### src/rtl/clkgen_mode_pkg.sv
package clkgen_mode_pkg;
   typedef enum logic [1:0] {
      MODE_FREE = 2'b00,
      MODE_ACQ  = 2'b01,
      MODE_LOCK = 2'b10,
      MODE_HOLD = 2'b11
   } mode_e;
endpackage

### src/rtl/clkgen_mode_fsm.sv
module clkgen_mode_fsm
   import clkgen_mode_pkg::*;
(
   input  logic  clk,
   input  logic  rst_n,
   input  logic  ref_ok,
   input  logic  lock_ok,
   input  logic  hold_valid,
   output mode_e state
);
   logic  ref_good;
   mode_e state_nxt;

   assign ref_good = ref_ok & lock_ok;

   always_comb begin
      state_nxt = state;
      unique case (state)
         MODE_FREE: if (ref_good) state_nxt = MODE_ACQ;
         MODE_ACQ: begin
            if (!ref_good)       state_nxt = hold_valid ? MODE_HOLD : MODE_FREE;
            else if (hold_valid) state_nxt = MODE_LOCK;
         end
         MODE_LOCK: if (!ref_good) state_nxt = hold_valid ? MODE_HOLD : MODE_FREE;
         MODE_HOLD: if (ref_good) state_nxt = MODE_LOCK;
         default:   state_nxt = MODE_FREE;
      endcase
   end

   always_ff @(posedge clk) begin
      if (!rst_n) state <= MODE_FREE;
      else        state <= state_nxt;
   end


   free_exit_chk: assert property (@(posedge clk) disable iff (!rst_n)
      state == MODE_FREE |=> state inside {MODE_FREE, MODE_ACQ});

   hold_needs_valid_chk: assert property (@(posedge clk) disable iff (!rst_n)
      state == MODE_HOLD |-> hold_valid);

   hold_relock_chk: assert property (@(posedge clk) disable iff (!rst_n)
      (state == MODE_HOLD && ref_ok && lock_ok) |=> state == MODE_LOCK);

   acq_done_chk: assert property (@(posedge clk) disable iff (!rst_n)
      (state == MODE_ACQ && ref_ok && lock_ok && hold_valid) |=> state == MODE_LOCK);
endmodule

### src/rtl/clkgen_hold_avg.sv
module clkgen_hold_avg #(
   parameter int CW_W     = 16,
   parameter int AVG_LOG2 = 8
) (
   input  logic            clk,
   input  logic            rst_n,
   input  logic            sample_en,
   input  logic [CW_W-1:0] sample,
   output logic [CW_W-1:0] hold_word,
   output logic            hold_valid
);
   localparam int ACC_W = CW_W + AVG_LOG2;

   generate
      if (AVG_LOG2 < 1 || AVG_LOG2 > 24) begin : g_bad_log2
         $error("clkgen_hold_avg: AVG_LOG2 must lie in 1..24");
      end
      if (CW_W < 2) begin : g_bad_width
         $error("clkgen_hold_avg: CW_W must be at least 2");
      end
   endgenerate

   logic [ACC_W-1:0]    acc;
   logic [ACC_W-1:0]    acc_sum;
   logic [AVG_LOG2-1:0] cnt;
   logic                last;

   assign acc_sum = acc + ACC_W'(sample);
   assign last    = &cnt;

   always_ff @(posedge clk) begin
      if (!rst_n) begin
         acc        <= '0;
         cnt        <= '0;
         hold_word  <= '0;
         hold_valid <= 1'b0;
      end else if (!sample_en) begin
         acc <= '0;
         cnt <= '0;
      end else if (last) begin
         acc        <= '0;
         cnt        <= '0;
         hold_word  <= acc_sum[ACC_W-1:AVG_LOG2];
         hold_valid <= 1'b1;
      end else begin
         acc <= acc_sum;
         cnt <= cnt + 1'b1;
      end
   end


   valid_sticky_chk: assert property (@(posedge clk) disable iff (!rst_n)
      hold_valid |=> hold_valid);

   word_frozen_chk: assert property (@(posedge clk) disable iff (!rst_n)
      !sample_en |=> $stable(hold_word));
endmodule

### src/rtl/clkgen_slew.sv
module clkgen_slew #(
   parameter int          W     = 16,
   parameter int          STEP  = 1,
   parameter logic [W-1:0] INIT = '0
) (
   input  logic         clk,
   input  logic         rst_n,
   input  logic [W-1:0] target,
   output logic [W-1:0] q
);
   generate
      if (STEP < 0 || STEP >= (1 << (W - 1))) begin : g_bad_step
         $error("clkgen_slew: STEP out of range");
      end

      if (STEP == 0) begin : g_direct
         always_ff @(posedge clk) begin
            if (!rst_n) q <= INIT;
            else        q <= target;
         end
      end else begin : g_limited
         localparam logic [W-1:0] STEP_W = W'(STEP);
         logic [W-1:0] q_nxt;

         always_comb begin
            q_nxt = q;
            if (target > q)
               q_nxt = ((target - q) > STEP_W) ? q + STEP_W : target;
            else if (target < q)
               q_nxt = ((q - target) > STEP_W) ? q - STEP_W : target;
         end

         always_ff @(posedge clk) begin
            if (!rst_n) q <= INIT;
            else        q <= q_nxt;
         end


         step_limit_chk: assert property (@(posedge clk) disable iff (!rst_n)
            (q >= $past(q)) ? ((q - $past(q)) <= STEP_W) : (($past(q) - q) <= STEP_W));
      end
   endgenerate
endmodule

### src/rtl/clkgen_mode_ctrl.sv
module clkgen_mode_ctrl
   import clkgen_mode_pkg::*;
#(
   parameter int              CW_W         = 16,
   parameter int              AVG_LOG2     = 8,
   parameter int              STEP         = 1,
   parameter logic [CW_W-1:0] NOMINAL_WORD = '0
) (
   input  logic            clk,
   input  logic            rst_n,
   input  logic            ref_ok,
   input  logic            lock_ok,
   input  logic [CW_W-1:0] corr_word,
   output logic [1:0]      mode,
   output logic [CW_W-1:0] ctrl_word,
   output logic            hold_valid
);
   mode_e           state;
   logic [CW_W-1:0] hold_word;
   logic [CW_W-1:0] target;
   logic            sample_en;

   assign sample_en = (state == MODE_ACQ) || (state == MODE_LOCK);
   assign mode      = state;

   always_comb begin
      unique case (state)
         MODE_FREE: target = NOMINAL_WORD;
         MODE_HOLD: target = hold_word;
         default:   target = corr_word;
      endcase
   end

   clkgen_mode_fsm i_fsm (
      .clk        (clk),
      .rst_n      (rst_n),
      .ref_ok     (ref_ok),
      .lock_ok    (lock_ok),
      .hold_valid (hold_valid),
      .state      (state)
   );

   clkgen_hold_avg #(
      .CW_W     (CW_W),
      .AVG_LOG2 (AVG_LOG2)
   ) i_avg (
      .clk        (clk),
      .rst_n      (rst_n),
      .sample_en  (sample_en),
      .sample     (corr_word),
      .hold_word  (hold_word),
      .hold_valid (hold_valid)
   );

   clkgen_slew #(
      .W    (CW_W),
      .STEP (STEP),
      .INIT (NOMINAL_WORD)
   ) i_slew (
      .clk    (clk),
      .rst_n  (rst_n),
      .target (target),
      .q      (ctrl_word)
   );
endmodule

### config.mk
export PLATFORM = sky130hd
export DESIGN_NAME = clkgen_mode_ctrl
export DESIGN_NICKNAME = d
export VERILOG_FILES = /design/src/rtl/clkgen_mode_pkg.sv /design/src/rtl/clkgen_mode_fsm.sv /design/src/rtl/clkgen_hold_avg.sv /design/src/rtl/clkgen_slew.sv /design/src/rtl/clkgen_mode_ctrl.sv
export SDC_FILE = /design/constraint.sdc
export NUM_CORES = 1
export LEC_CHECK = 0
export BUFFER_PORTS_ARGS = -buffer_cell sky130_fd_sc_hd__buf_2
export CAP_MARGIN = 20
export CORE_AREA = 4 4 173 91
export CTS_CLUSTER_DIAMETER = 100
export DETAILED_ROUTE_END_ITERATION = 10
export DIE_AREA = 0 0 177 95
export PLACE_DENSITY = 0.68
export SLEW_MARGIN = 20
export SYNTH_ARGS = -nofsm -noshare
export SYNTH_HDL_FRONTEND = slang
export SYNTH_SLANG_ARGS = --single-unit
### constraint.sdc
create_clock -name clk -period 5.85 [get_ports clk]
set_clock_uncertainty 0.15 [all_clocks]
set_input_delay 0.585 -clock clk [delete_from_list [all_inputs] [get_ports clk]]
set_output_delay 0.585 -clock clk [all_outputs]
set_load 0.02 [all_outputs]
==> results.json <==
{
  "viasPerCell": 6.07,
  "die-width_microns": 177,
  "yosys_warnings": 0,
  "start_util": 0.442,
  "grtUsageMet3": 0.0428,
  "critPathMaxStageDelay_ns": 0.79,
  "crit_chain": "inv_1, ha_1, buf_4, nand3b_1, nand2_1, fa_1, a21oi_2, o211ai_2, a311oi_1, mux2i_1, nand4_1, a2111o_1, nor3_4, o21ai_1, a31oi_1",
  "grt_pass1_wl_mm": 31.1,
  "syn2layout_area_growth_pct": 11.0,
  "clk_path_buf_depth": 2,
  "powerDensity_nw_per_um2": 454,
  "cts_buffers": 9,
  "ys_types": 78,
  "cp_data_required_time_ns": 5.94,
  "post-place-cells": 1070,
  "worst-setup-path-type": "register to register",
  "status": "complete, no violations",
  "final_cell_mix": "nor2_1 (91), nand2_1 (79), dfxtp_1 (67)",
  "cts_max_level": 3,
  "antenna-diode-count": 0,
  "setup_tns_ns": 0,
  "nets": 955,
  "utilization": 0.490,
  "maxCapViolations": 0,
  "remaining_drc_errors": 0,
  "arrival_ns": 5.51,
  "dr.pass1.iters": 5,
  "post-cts-setup-buffer-count": 0,
  "cts_tree": "yes",
  "pin_count": 39,
  "cts_resized": 0,
  "grt_setup_unrepaired": "false",
  "slowest_stage": "ha_1",
  "drtIter0Drc": 856,
  "syn-num-nets": 936,
  "synth_top_area_cell": "dfxtp_1",
  "start_kind": "register",
  "end_kind": "register",
  "finalWorstSetupSlack_ns": 0.436,
  "synth_edf_count": 0,
  "clk_latency_ns": 0.33,
  "place_ws_ns": 0.555,
  "rrSetupSlack_ns": 0.44,
  "layoutNonFillerInstCount": 1086,
  "yosysTopAreaCellShare": 0.213,
  "vias": 6597,
  "power_mw": 3.17,
  "cp_max_fo": 25,
  "wire_per_inst_microns": 18.0,
  "multi_input_area_sq_um": 4550,
  "grt_max_degree": 32,
  "io_buffers": 38,
  "drive_above_1_share": 0.0991,
  "cts_num_sinks": 67,
  "hold_viol": 0,
  "finalSetupViolations": 0,
  "fill_cells": 1429,
  "std_cell_rows": 31,
  "synth_area_sq_um": 6290,
  "fin_area_sq_um": 6980,
  "final.min_clock_period_ns": 5.41,
  "synth_area_per_cell_sq_um": 7.28,
  "drv_slew": 0,
  "synth-async-reset-ratio": 0,
  "max_clock_freq_mhz": 185,
  "grt_antenna_before_repair": 0,
  "gr-usage-met2": 0.377,
  "ctsHoldBuffers": 0,
  "routed_wl_mm": 19.6,
  "cts_root_buf": "clkbuf_16",
  "hp-class": "register to register",
  "gp_congestion": 0.924,
  "place.detailed.hpwl_mm": 15.1,
  "die-area_sq_um": 16800,
  "ant_nets": 0,
  "top_usage_layer": "met2",
  "synthFlopType": "dfxtp_1",
  "grt_pass1_vias": 6059,
  "ys_seq_area_frac": 0.213,
  "hold_ws_ns": 0.310,
  "leakage_nw": 2.84,
  "worst_pin_slew_ns": 0.840,
  "regArea_sq_um": 1340,
  "ys_ff_latch": 67,
  "grt_overflow": 0,
  "maxSlewHeadroom": 0.435,
  "peakVddDrop_mv": 0.134,
  "use_met1": 0.312,
  "netlist_instances": 864,
  "final_common_cell": "nor2_1",
  "synth_area_leaders": "dfxtp_1 (21%), ha_1 (9.9%), nor2_1 (5.4%), a21oi_1 (5.0%), xnor2_1 (4.9%)",
  "core-area_sq_um": 14200,
  "place_area_sq_um": 6640,
  "clk_pin_slew_ns": 0.06,
  "timing.final.crit_share": 0.926,
  "die_height_microns": 95,
  "track_usage": 0.229
}
==> routing by layer <==
metal  vias up  wire [microns]  share of wire
met1      3103            8900           0.45
li1       3176               -              -
met4         0             441          0.023
met2       283            8720           0.45
met5         -               0              0
met3        35            1520          0.078
==> path summary, 6_finish.rpt <==
check                          start                 end  depth (start not counted)
setup reg to reg      i_fsm.state[0]         i_slew.q[5]                         15
hold reg to reg   i_avg.hold_word[7]  i_avg.hold_word[7]                          2
hold / removal    i_avg.hold_word[7]  i_avg.hold_word[7]                          2
setup / recovery      i_fsm.state[0]         i_slew.q[5]                         15
==> cell type report <==
cell class / count / area share
tap: 198 / 0.0355
inverter: 62 / 0.0333
timing repair buffer: 49 / 0.0391
multi-input combinational: 694 / 0.652
clock buffer: 11 / 0.0362
sequential: 67 / 0.192
clock inverter: 5 / 0.0122
==> worst max-delay path: cells and delay by family, from the launching register on <==
family | cells | cell delay [ns]
buffers and inverters | 2 | 0.42
and+or+nand+nor | 4 | 1.18
AOI/OAI and AO/OA | 6 | 1.63
DFF | 1 | 0.40
muxes | 1 | 0.24
adders and majority gates | 2 | 1.29
==> cells in the mapped netlist (3+ instances only) <==
master and count:
a211o_1 4, a211oi_1 14, a211oi_2 3, a21boi_0 6, a21boi_1 3, a21o_1 14, a21oi_1 63, a221o_1 6
a221oi_1 3, a22o_1 5, a311oi_1 3, a31oi_1 15, and2_1 4, and3_1 12, buf_2 14, clkbuf_1 25
dfxtp_1 67, ha_1 50, inv_1 60, mux2i_1 4, nand2_1 79, nand2b_1 8, nand3_1 41, nand3b_1 9
nand4_1 18, nor2_1 91, nor2b_1 11, nor3_1 29, nor3b_1 3, nor4_1 6, o2111ai_1 6, o211ai_1 11
o21a_1 4, o21ai_0 34, o21ai_1 15, o21bai_1 4, o2bb2ai_1 3, o31ai_1 19, or2_2 4, or3_1 6
xnor2_1 35, xor2_1 9
==> sequential cells by signal (all words and copies together), names as in the netlist <==
signal and cells:
i_avg.acc 24, i_avg.cnt 8, i_avg.hold_valid 1, i_avg.hold_word 16, i_fsm.state 2, i_slew.q 16
==> kinds of logic (layout without fill, tap and decap cells) <==
logic type / count (synthesis) / after routing / synth area share
AOI/OAI and AO/OA: 259 / 259 / 0.286
and+or+nand+nor: 334 / 334 / 0.260
DFF: 67 / 67 / 0.213
muxes: 4 / 4 / 0.00636
xor gates and xnor gates: 45 / 45 / 0.0638
buffers and inverters: 103 / 127 / 0.0648
adders and majority gates: 52 / 52 / 0.106
==> power breakdown <==
group | switching [mW] | internal, mW
registers | 0.0902 | 0.505
logic | 1.27 | 0.703
clock network | 0.205 | 0.398
Power figures use the tool's default switching activity.
